### src/rtl/fbg_pkg.sv
package fbg_pkg;
  typedef enum logic [2:0] {
    ST_RUN    = 3'd0,
    ST_UVLO   = 3'd1,
    ST_OLSHUT = 3'd2,
    ST_OVSHUT = 3'd3,
    ST_HOT    = 3'd4
  } supState_t;

  // control -> datapath strobes
  typedef struct packed {
    logic clrOl;
    logic clrOv;
  } ctlStrobe_t;

  // datapath -> control trip flags
  typedef struct packed {
    logic olTrip;
    logic ovTrip;
  } dpFlags_t;
endpackage

### src/rtl/fbg_dpath.sv
module fbg_dpath
  import fbg_pkg::*;
#(
  parameter int OL_LIMIT = 2048,
  parameter int OV_TICKS = 20
) (
  input  logic       clk,
  input  logic       rstN,
  input  ctlStrobe_t ctl,
  input  logic       peakHit,
  input  logic       fbOpen,
  input  logic       cycleStrobe,
  input  logic       supplyOvp,
  input  logic       usTick,
  output dpFlags_t   flags
);
  localparam int OL_W = $clog2(OL_LIMIT + 1);
  localparam int OV_W = $clog2(OV_TICKS + 1);
  localparam logic [OL_W-1:0] OL_MAX = OL_W'(OL_LIMIT);
  localparam logic [OV_W-1:0] OV_MAX = OV_W'(OV_TICKS);

  logic [OL_W-1:0] olCnt;
  logic [OV_W-1:0] ovCnt;
  logic            limitedCycle;

  // an open feedback pin drives the loop to full current
  assign limitedCycle = peakHit | fbOpen;

  always_ff @(posedge clk or negedge rstN) begin
    if (!rstN) begin
      olCnt <= '0;
    end else if (ctl.clrOl) begin
      olCnt <= '0;
    end else if (cycleStrobe) begin
      if (!limitedCycle)       olCnt <= '0;
      else if (olCnt != OL_MAX) olCnt <= olCnt + 1'b1;
    end
  end

  always_ff @(posedge clk or negedge rstN) begin
    if (!rstN) begin
      ovCnt <= '0;
    end else if (ctl.clrOv || !supplyOvp) begin
      ovCnt <= '0;
    end else if (usTick && ovCnt != OV_MAX) begin
      ovCnt <= ovCnt + 1'b1;
    end
  end

  assign flags.olTrip = (olCnt == OL_MAX);
  assign flags.ovTrip = (ovCnt == OV_MAX);

  // a clean cycle clears the overload count
  p_ol_clear_r4: assert property (@(posedge clk) disable iff (!rstN)
    (cycleStrobe && !limitedCycle) |=> (olCnt == '0));

  // deglitch restarts when the flag drops
  p_ov_restart_r5: assert property (@(posedge clk) disable iff (!rstN)
    !supplyOvp |=> (ovCnt == '0));

  // no counting outside run
  p_ol_idle_r9: assert property (@(posedge clk) disable iff (!rstN)
    ctl.clrOl |=> (olCnt == '0));

  p_ol_bound_r4: assert property (@(posedge clk) disable iff (!rstN)
    olCnt <= OL_MAX);
endmodule

### src/rtl/fbg_ctrl.sv
module fbg_ctrl
  import fbg_pkg::*;
(
  input  logic       clk,
  input  logic       rstN,
  input  logic       supplyOn,
  input  logic       supplyLow,
  input  logic       hotFlag,
  input  dpFlags_t   flags,
  output ctlStrobe_t ctl,
  output logic       swEnable,
  output logic       gatePullLow,
  output logic [2:0] status
);
  supState_t state, stateNext;

  always_comb begin
    stateNext = state;
    unique case (state)
      ST_UVLO: if (supplyOn && !supplyLow) stateNext = ST_RUN;
      ST_RUN: begin
        if (supplyLow)          stateNext = ST_UVLO;
        else if (flags.ovTrip)  stateNext = ST_OVSHUT;
        else if (flags.olTrip)  stateNext = ST_OLSHUT;
        else if (hotFlag)       stateNext = ST_HOT;
      end
      ST_HOT: begin
        if (supplyLow)          stateNext = ST_UVLO;
        else if (flags.ovTrip)  stateNext = ST_OVSHUT;
        else if (!hotFlag)      stateNext = ST_RUN;
      end
      ST_OLSHUT, ST_OVSHUT: if (supplyLow) stateNext = ST_UVLO;
      default: stateNext = ST_UVLO;
    endcase
  end

  always_ff @(posedge clk or negedge rstN) begin
    if (!rstN) state <= ST_UVLO;
    else       state <= stateNext;
  end

  assign ctl.clrOl   = (state != ST_RUN);
  assign ctl.clrOv   = !(state == ST_RUN || state == ST_HOT);
  assign swEnable    = (state == ST_RUN);
  assign gatePullLow = (state == ST_UVLO);
  assign status      = state;

  p_uvlo_hold_r1: assert property (@(posedge clk) disable iff (!rstN)
    (state == ST_UVLO && !supplyOn) |=> (state == ST_UVLO));

  p_turn_on_r2: assert property (@(posedge clk) disable iff (!rstN)
    (state == ST_UVLO && supplyOn && !supplyLow) |=> (state == ST_RUN));

  p_turn_off_r3: assert property (@(posedge clk) disable iff (!rstN)
    (state != ST_UVLO && supplyLow) |=> (state == ST_UVLO));

  p_shut_hold_r6: assert property (@(posedge clk) disable iff (!rstN)
    ((state == ST_OLSHUT || state == ST_OVSHUT) && !supplyLow) |=> $stable(state));

  p_pause_r7: assert property (@(posedge clk) disable iff (!rstN)
    (state == ST_RUN && hotFlag && !supplyLow && !flags.ovTrip && !flags.olTrip)
      |=> (state == ST_HOT));

  p_ov_first_r8: assert property (@(posedge clk) disable iff (!rstN)
    (state == ST_RUN && !supplyLow && flags.ovTrip) |=> (state == ST_OVSHUT));
endmodule

### src/rtl/flyback_guard.sv
module flyback_guard
  import fbg_pkg::*;
#(
  parameter int OL_LIMIT = 2048,
  parameter int OV_TICKS = 20
) (
  input  logic       clk,
  input  logic       rstN,
  input  logic       supplyOn,
  input  logic       supplyLow,
  input  logic       supplyOvp,
  input  logic       peakHit,
  input  logic       fbOpen,
  input  logic       hotFlag,
  input  logic       cycleStrobe,
  input  logic       usTick,
  output logic       swEnable,
  output logic       gatePullLow,
  output logic [2:0] status
);
  ctlStrobe_t ctl;
  dpFlags_t   flags;

  fbg_ctrl u_ctrl (
    .clk(clk), .rstN(rstN), .supplyOn(supplyOn), .supplyLow(supplyLow),
    .hotFlag(hotFlag), .flags(flags), .ctl(ctl), .swEnable(swEnable),
    .gatePullLow(gatePullLow), .status(status)
  );

  fbg_dpath #(.OL_LIMIT(OL_LIMIT), .OV_TICKS(OV_TICKS)) u_dpath (
    .clk(clk), .rstN(rstN), .ctl(ctl), .peakHit(peakHit), .fbOpen(fbOpen),
    .cycleStrobe(cycleStrobe), .supplyOvp(supplyOvp), .usTick(usTick),
    .flags(flags)
  );
endmodule

### config.mk
export PLATFORM = sky130hd
export DESIGN_NAME = flyback_guard
export DESIGN_NICKNAME = d
export VERILOG_FILES = /design/src/rtl/fbg_pkg.sv /design/src/rtl/fbg_dpath.sv /design/src/rtl/fbg_ctrl.sv /design/src/rtl/flyback_guard.sv
export SDC_FILE = /design/constraint.sdc
export NUM_CORES = 1
export LEC_CHECK = 0
export ABC_AREA = 1
export CAP_MARGIN = 20
export CORE_ASPECT_RATIO = 2
export CORE_MARGIN = 4
export CORE_UTILIZATION = 40
export CTS_CLUSTER_SIZE = 30
export DETAILED_ROUTE_END_ITERATION = 10
export SLEW_MARGIN = 20
export SYNTH_ARGS = -nofsm -noshare
export SYNTH_HDL_FRONTEND = slang
export SYNTH_SLANG_ARGS = --single-unit
### constraint.sdc
create_clock -name clk -period 5.2 [get_ports clk]
set_clock_uncertainty 0.2 [all_clocks]
set_input_delay 1.04 -clock clk [delete_from_list [all_inputs] [get_ports clk]]
set_output_delay 1.04 -clock clk [all_outputs]
set_load 0.02 [all_outputs]
Yosys cells after proc, flatten, opt, wreduce, memory -nomap -nowiden --
Index checks and enable logic that the tools add are counted.
Word-level totals: register bits after elaboration 20, output and inout bits 5, logic and storage cells 49
Cells by class: add/subtract/negate cells 2, equal/unequal tests 13, muxes and demuxes 16, bitwise logic cells 1, reductions and logical operators 14
Operator list (number):
- $mux W12 | 4
- $mux W3 | 9
- $add A12 B1 Y12 const B | 1
- $eq A12 B12 Y1 const B | 1
- $ne A12 B12 Y1 const B | 1
- $pmux W3 S4 | 1
- $mux W5 | 2
- $eq A3 B2 Y1 const B | 2
- $add A5 B1 Y5 const B | 1
- $eq A5 B5 Y1 const B | 1
- $ne A5 B3 Y1 const B | 1
- $ne A5 B5 Y1 const B | 1
- $ne A4 B4 Y1 const B | 1
- $reduce_and A4 Y1 | 1
- $reduce_bool A2 Y1 | 2
- $eq A3 B1 Y1 const B | 1
- $eq A3 B3 Y1 const B | 1
- $logic_not A1 Y1 | 3
- $logic_not A3 Y1 | 1
- $ne A3 B3 Y1 const B | 1
- $reduce_bool A3 Y1 | 1
- $logic_and A1 B1 Y1 | 2
- $logic_or A1 B1 Y1 | 2
- $ne A2 B1 Y1 const B | 1
- other kinds (4) | 4

Depth between registers and ports, before layout --
Gate-level depths: netlist of run 1.
depth in word-level cells 5, gate-level depth with buffers 10, gate-level depth less buffers 10

Modules after synthesis --
A second synthesis of run 1 with hierarchy kept.
Unflattened totals: cells, all modules 195, area total of the unflattened synthesis 1391.3 um2
Modules (own cells, without submodules):
- fbg_dpath | instances 1, cells each 158, area an instance 1148.6 um2
- fbg_ctrl | instances 1, cells each 37, area an instance 242.7 um2

Worst setup path before layout of run 1 --
No wires, ideal clock.
kind reg-to-output, start point register u_ctrl.state[0], in the netlist u_ctrl.status[0], end point output gatePullLow, data arrival time 1216 ps, data required time 3960 ps, path slack 2744 ps, stages on the path, launching flop included 3, buffers on the path 0, cells stage by stage dfstp_2 > inv_1 > nor3_1
On the way: cells in the longest elaborated chain, start to end 1
Ends and longest elaborated chain:
- start: declaration | RTL line fbg_ctrl.sv:15 | supState_t state, stateNext;
- start signal: assignment | RTL line fbg_ctrl.sv:39 | else state <= stateNext;
- $eq A3 B1 Y1 | RTL line fbg_ctrl.sv:45 | assign gatePullLow = (state == ST_UVLO);
- end: declaration | RTL line flyback_guard.sv:18 | output logic gatePullLow,
Every way passes these cells.

Worst setup path in the final report of run 1 --
start point register u_ctrl.state[1], in the netlist u_ctrl.status[1], end point output swEnable
On the way: cells in the longest elaborated chain, start to end 1
Ends and longest elaborated chain:
- $logic_not A3 Y1 | RTL line fbg_ctrl.sv:44 | assign swEnable = (state == ST_RUN);
- end: declaration | RTL line flyback_guard.sv:17 | output logic swEnable,
Every way passes these cells.

==> results_dict.tcl, run 1 <==
set metrics [dict create \
    slew_violations 0 \
    grt_pass1_vias 1352 \
    drt-total-wl_um 3460 \
    finalCritPeriodShare_pct 62.5 \
    routed_via_density 5.00 \
    startpoint "u_ctrl.status[1]" \
    mappedNetlistNets 222 \
    post_cts_buffers 0 \
    ant_nets 0 \
    syn-mean-instance-area_sq_um 6.94 \
    status "finished clean" \
    synth_seq_cells 20 \
    relSlewSlack_pct 62.7 \
    synth.mux.area_fraction_pct 0 \
    fin_tns_setup_ns 0 \
    fmax_ghz 0.308 \
    layout-drive-gt1-share_pct 9.82 \
    p_leak_nw 0.785 \
    post-route-min-period_ns 3.25 \
    firstDrtPassIters 4 \
    portBuffers 14 \
    worst_pin_slew_ns 0.558 \
    die_h_um 92.9 \
    antenna_found_initial 0 \
    multiInputGateArea_sq_um 823 \
    hold_class "flip-flop to flip-flop" \
    r2r-start "u_dpath.olCnt[0]" \
    power_density_nw_per_um2 337 \
    fill_cells 353 \
    clock-sinks 20 \
    antennaDiodeCount 0 \
    root_buffer "clkbuf_8" \
    ys_types 23 \
    seq_area_frac_synth_pct 34.8 \
    synth_top_family_by_area "simple AND/OR/NAND/NOR gates" \
    dp_hpwl_um 2770 \
    grt_pass1_wl_um 5850 \
    num_io_pins 15 \
    max-cap-violations 0 \
    wl_per_cell_um 12.7 \
    synthSimpleGateAreaFrac_pct 44.7 \
    num_rows 30 \
    vias 1359 \
    finalWorstSetupSlack_ns 1.95 \
    yosysWarnings 0 \
    cts_max_level 1 \
    drc 0 \
    worstPathRequired_ns 3.96 \
    critPathLaunchType "flip-flop" \
    cp.arrival_ns 2.01 \
    synth_xor_area_share_pct 1.21 \
    synth-adder-area-share_pct 3.47 \
    areaGrowthSynthToFinish_pct 15.5 \
    fp.dieW_um 50.5 \
    setup_violations 0 \
    synth_compound_gate_area_share_pct 7.72 \
    final-seq-area_sq_um 502 \
    grt_usage_pct 16.5 \
    routabilityCongestion 0.865 \
    cts_tree "done" \
    core_area_sq_um 3450 \
    clockBufferDepth 2 \
    path_clk_slew_ns 0.08 \
    cts_resized 0 \
    synth_edf_count 0 \
    end_kind "output pin" \
    syn_area_sq_um 1440 \
    die_area_sq_um 4690 \
    synthArstFlopShare_pct 100 \
    syn_inst 208 \
    hp-start "u_ctrl.status[0]" \
    grt_max_degree 21 \
    fin_util_pct 48.3 \
    overflow 0 \
    ir_worst_vdd_v 0.000197 \
    postCtsHoldBufs 0 \
    cts_made_buffers 3 \
    synth_ff_type "dfrtp_1" \
    nNetsFinal 239 \
    pre_cts_slack_ns 2.23 \
    drtIter0Drc 34 \
    setup.worst_path.class "flip-flop to output pin" \
    crit_fanout 12 \
    floorplan.initialDensity_pct 41.8 \
    clk_latency_ns 0.26 \
    rsz0062_at_grt "false" \
    hold_viol_final 0 \
]
metrics by stage:
step | hold WS (ns) | std cells | total power (W) | area, sq um
floorplan | 0.292 | 208 | 0.000381 | 1440
global placement | 0.295 | 268 | 0.000461 | 1630
detailed placement | 0.292 | 268 | 0.000460 | 1630
CTS | 0.304 | 272 | 0.000573 | 1670
global route | 0.322 | 272 | 0.000608 | 1670
finish | 0.300 | 272 | 0.000562 | 1670
flip-flops by register name, summed over array words and instances (netlist names):
signal / flops
u_ctrl.status: 3
u_dpath.olCnt: 12
u_dpath.ovCnt: 5
path summary, 6_finish.rpt:
| check | endpoint | cells past startpoint | slack [ns] |
|---|---|---|---|
| max in group asynchronous | u_ctrl.status[0] | 1 | 3.92 |
| worst min register to register | u_ctrl.status[0] | 2 | 0.30 |
| worst max-delay path | swEnable | 4 | 1.95 |
| worst min-delay path | u_ctrl.status[0] | 2 | 0.30 |
| worst max register to register | u_dpath.olCnt[0] | 9 | 3.28 |
| min in group asynchronous | u_dpath.olCnt[4] | 1 | 0.53 |
worst max-delay path, cell delays in order, from the launching register on:
cell	delay, ns
dfrtp_1	0.43
nor2_4	0.15
nand2_2	0.08
inv_1	0.37
clkdlybuf4s50_1	0.70
cells in the final DEF, fill, tap and decap left out:
cell | synthesis | layout
a21oi_1 | 3 | 3
and3_1 | 1 | 1
buf_2 | 1 | 1
clkbuf_1 | 0 | 1
clkbuf_8 | 0 | 3
clkdlybuf4s50_1 | 0 | 13
dfrtp_1 | 19 | 19
dfstp_2 | 1 | 1
ha_1 | 4 | 4
inv_1 | 27 | 27
nand2_1 | 56 | 56
nand2_2 | 5 | 5
nand3_1 | 24 | 24
nand3_2 | 5 | 5
nand3b_1 | 2 | 2
nand4_1 | 10 | 10
nor2_1 | 23 | 23
nor2_4 | 1 | 1
nor3_1 | 4 | 4
nor3b_1 | 3 | 3
o21ai_0 | 9 | 9
o21ai_2 | 5 | 5
o31ai_1 | 1 | 1
or2_4 | 1 | 1
xor2_1 | 2 | 2
cells in the mapped netlist (3+ instances only):
library cell / instances / share of area, %
a21oi_1: 3 / 1.0
dfrtp_1: 19 / 33
ha_1: 4 / 3.5
inv_1: 27 / 7.0
nand2_1: 56 / 15
nand2_2: 5 / 2.2
nand3_1: 24 / 8.3
nand3_2: 5 / 3.5
nand4_1: 10 / 4.3
nor2_1: 23 / 6.0
nor3_1: 4 / 1.4
nor3b_1: 3 / 1.6
o21ai_0: 9 / 3.1
o21ai_2: 5 / 3.0
logic make-up (layout without fill, tap and decap cells):
group                    after synthesis  in the layout
AO/OA/AOI/OAI                         18             18
flip-flops                            20             20
adder cells (fa/ha/maj)                4              4
XOR/XNOR                               2              2
buffers and inverters                 29             45
AND/OR/NAND/NOR                      135            135
per-layer routing:
metal / wire length (um) / global-route usage, %
met2: 1950 / 31.2
met3: 74 / 2.42
met1: 1280 / 15.8
met5: 0 / 0
met4: 160 / 10.3
where the power goes:
group	switching, W	internal, W
Sequential	0.0000197	0.000177
Clock	0.0000556	0.0000547
Combinational	0.000162	0.0000930
Total	0.000237	0.000325
cell type report:
class	count	share of cell area [%]
clock buffers	4	2.70
inverters	27	6.08
multi-input cells	159	49.4
flip-flops and latches	20	30.1
well taps	48	3.60
repair buffers	14	8.11
Note: power is estimated with default switching activity, not from simulation.
==> run 2, diff against run 1 <==
clock period = 3 ns   (was 5.2 ns; I/O delays follow)
==> results_dict.tcl, run 2 (same netlist as run 1, synthesis figures left out) <==
set metrics [dict create \
    cts_made_buffers 3 \
    setup_violations 0 \
    antennaDiodeCount 0 \
    fin_hold_ws_ns 0.302 \
    fin_tns_setup_ns 0 \
    nNetsFinal 242 \
    rrSetupSlack_ns 1.09 \
    finalWorstSetupSlack_ns 0.386 \
    cts_resized 0 \
    power_density_nw_per_um2 599 \
    routabilityCongestion 0.907 \
    drt-total-wl_um 3610 \
    setup.worst_path.class "flip-flop to output pin" \
    portBuffers 14 \
    largest_reg_flops 12 \
    final_cell_mix "nand2_1 (56), inv_1 (27), nand3_1 (24)" \
    whs_path_depth 2 \
    slowest_delay_ns 0.67 \
    cp.arrival_ns 1.81 \
    r2r-start "u_dpath.olCnt[0]" \
    grt_max_degree 21 \
    areaGrowthSynthToFinish_pct 18.1 \
    clockBufferDepth 2 \
    status "finished clean" \
    fin_util_pct 49.3 \
    fill_cells 369 \
    crit_family "buffers and inverters" \
    core_area_sq_um 3450 \
    r2r_end "u_dpath.olCnt[0]" \
    die_h_um 92.9 \
    max-cap-violations 0 \
    clk_latency_ns 0.27 \
    relSlewSlack_pct 76.0 \
    floorplan.initialDensity_pct 41.8 \
    post_cts_buffers 0 \
    hold_viol_final 0 \
    crit_fanout 4 \
    layout-drive-gt1-share_pct 11.0 \
    firstDrtPassIters 4 \
    drtIter0Drc 30 \
    hp-start "u_ctrl.status[0]" \
    ir_worst_vdd_v 0.000305 \
    dp_hpwl_um 2850 \
    fp.dieW_um 50.5 \
    post-route-min-period_ns 2.61 \
    vias 1390 \
    finalCritPeriodShare_pct 87.1 \
    regMostFlops "u_dpath.olCnt" \
    drc 0 \
    cts_max_level 1 \
    num_rows 30 \
    pre_cts_slack_ns 0.691 \
    place_area_sq_um 1650 \
    cp_slowest_cell "clkdlybuf4s50_1" \
    end_kind "output pin" \
    postCtsHoldBufs 0 \
    fmax_ghz 0.383 \
    worstPathRequired_ns 2.20 \
    path_buf_inv 2 \
    num_io_pins 15 \
    path_clk_slew_ns 0.08 \
    clock-sinks 20 \
    critPathLaunchType "flip-flop" \
    slew_violations 0 \
    worstRegToRegCells 9 \
    grt_pass1_wl_um 6260 \
    rsz0062_at_grt "false" \
    fin_area_sq_um 1700 \
    ant_nets 0 \
    hold_class "flip-flop to flip-flop" \
    routed_via_density 5.05 \
    grt_usage_pct 17.5 \
    grt_pass1_vias 1417 \
    worst_pin_slew_ns 0.359 \
    overflow 0 \
    root_buffer "clkbuf_8" \
    worstPathCellList "inv_1 -> nor3_1 -> clkdlybuf4s50_1" \
    holdPathEnd "u_ctrl.status[0]" \
    die_area_sq_um 4690 \
    cts_tree "done" \
    p_leak_nw 0.806 \
    layout_commonest_cell "nand2_1" \
    antenna_found_initial 0 \
    wl_per_cell_um 13.1 \
]
[run 2: cell count changes in the layout (fill, tap and decap cells not counted)]
cell	delta
buf_4	+3
buf_2	-1
clkbuf_1	-1
clkbuf_8	+1
clkdlybuf4s50_1	+1
[run 2: area by class of cell]
cell class              count  area (sq um)  area share [%]
multi-input cells         159           823            48.3
flip-flops and latches     20           502            29.4
repair buffers             17           163            9.54
inverters                  27           101            5.95
well taps                  48          60.1            3.52
clock buffers               4          55.1            3.23
[run 2: stage by stage]
stage	total power, W	cells
2_1_floorplan	0.000661	208
3_3_place_gp	0.000816	271
3_5_place_dp	0.000816	271
4_1_cts	0.00103	275
5_1_grt	0.00111	275
6_report	0.00102	275
[run 2: metal layers]
metal | GRT usage [%] | share of wire (%) | up-vias
met2 | 33.0 | 56 | 24
li1 | - | - | 717
met3 | 1.93 | 2.6 | 14
met5 | 0 | 0 | -
met4 | 11.0 | 4.9 | 0
met1 | 17.3 | 37 | 635
[run 2: worst max-delay path by stage]
stage                           startpoint               end  slack (ns)  depth (start not counted)
after floorplan           u_ctrl.status[0]       gatePullLow        0.98                          2
after global placement    u_ctrl.status[0]       gatePullLow        0.66                          3
after detailed placement            fbOpen  u_dpath.olCnt[9]        0.69                          8
after CTS                 u_ctrl.status[0]       gatePullLow        0.37                          3
after global routing      u_ctrl.status[0]       gatePullLow        0.25                          3
final                     u_ctrl.status[0]       gatePullLow        0.39                          3
[run 2: where the power goes]
part           internal, W  total (W)  switching (W)
combinational     0.000175   0.000460       0.000286
clock             0.000117   0.000217       0.000100
sequential        0.000307   0.000343      0.0000353
total             0.000599    0.00102       0.000421
[run 2: worst reg2reg max path: stages, from the launching register on]
cell      delay [ns]
dfrtp_1         0.40
inv_1           0.13
ha_1            0.24
nand2_1         0.07
nor2_1          0.10
nand3b_1        0.15
nand2_2         0.10
nand2_2         0.20
nand3_1         0.16
o21ai_2         0.06
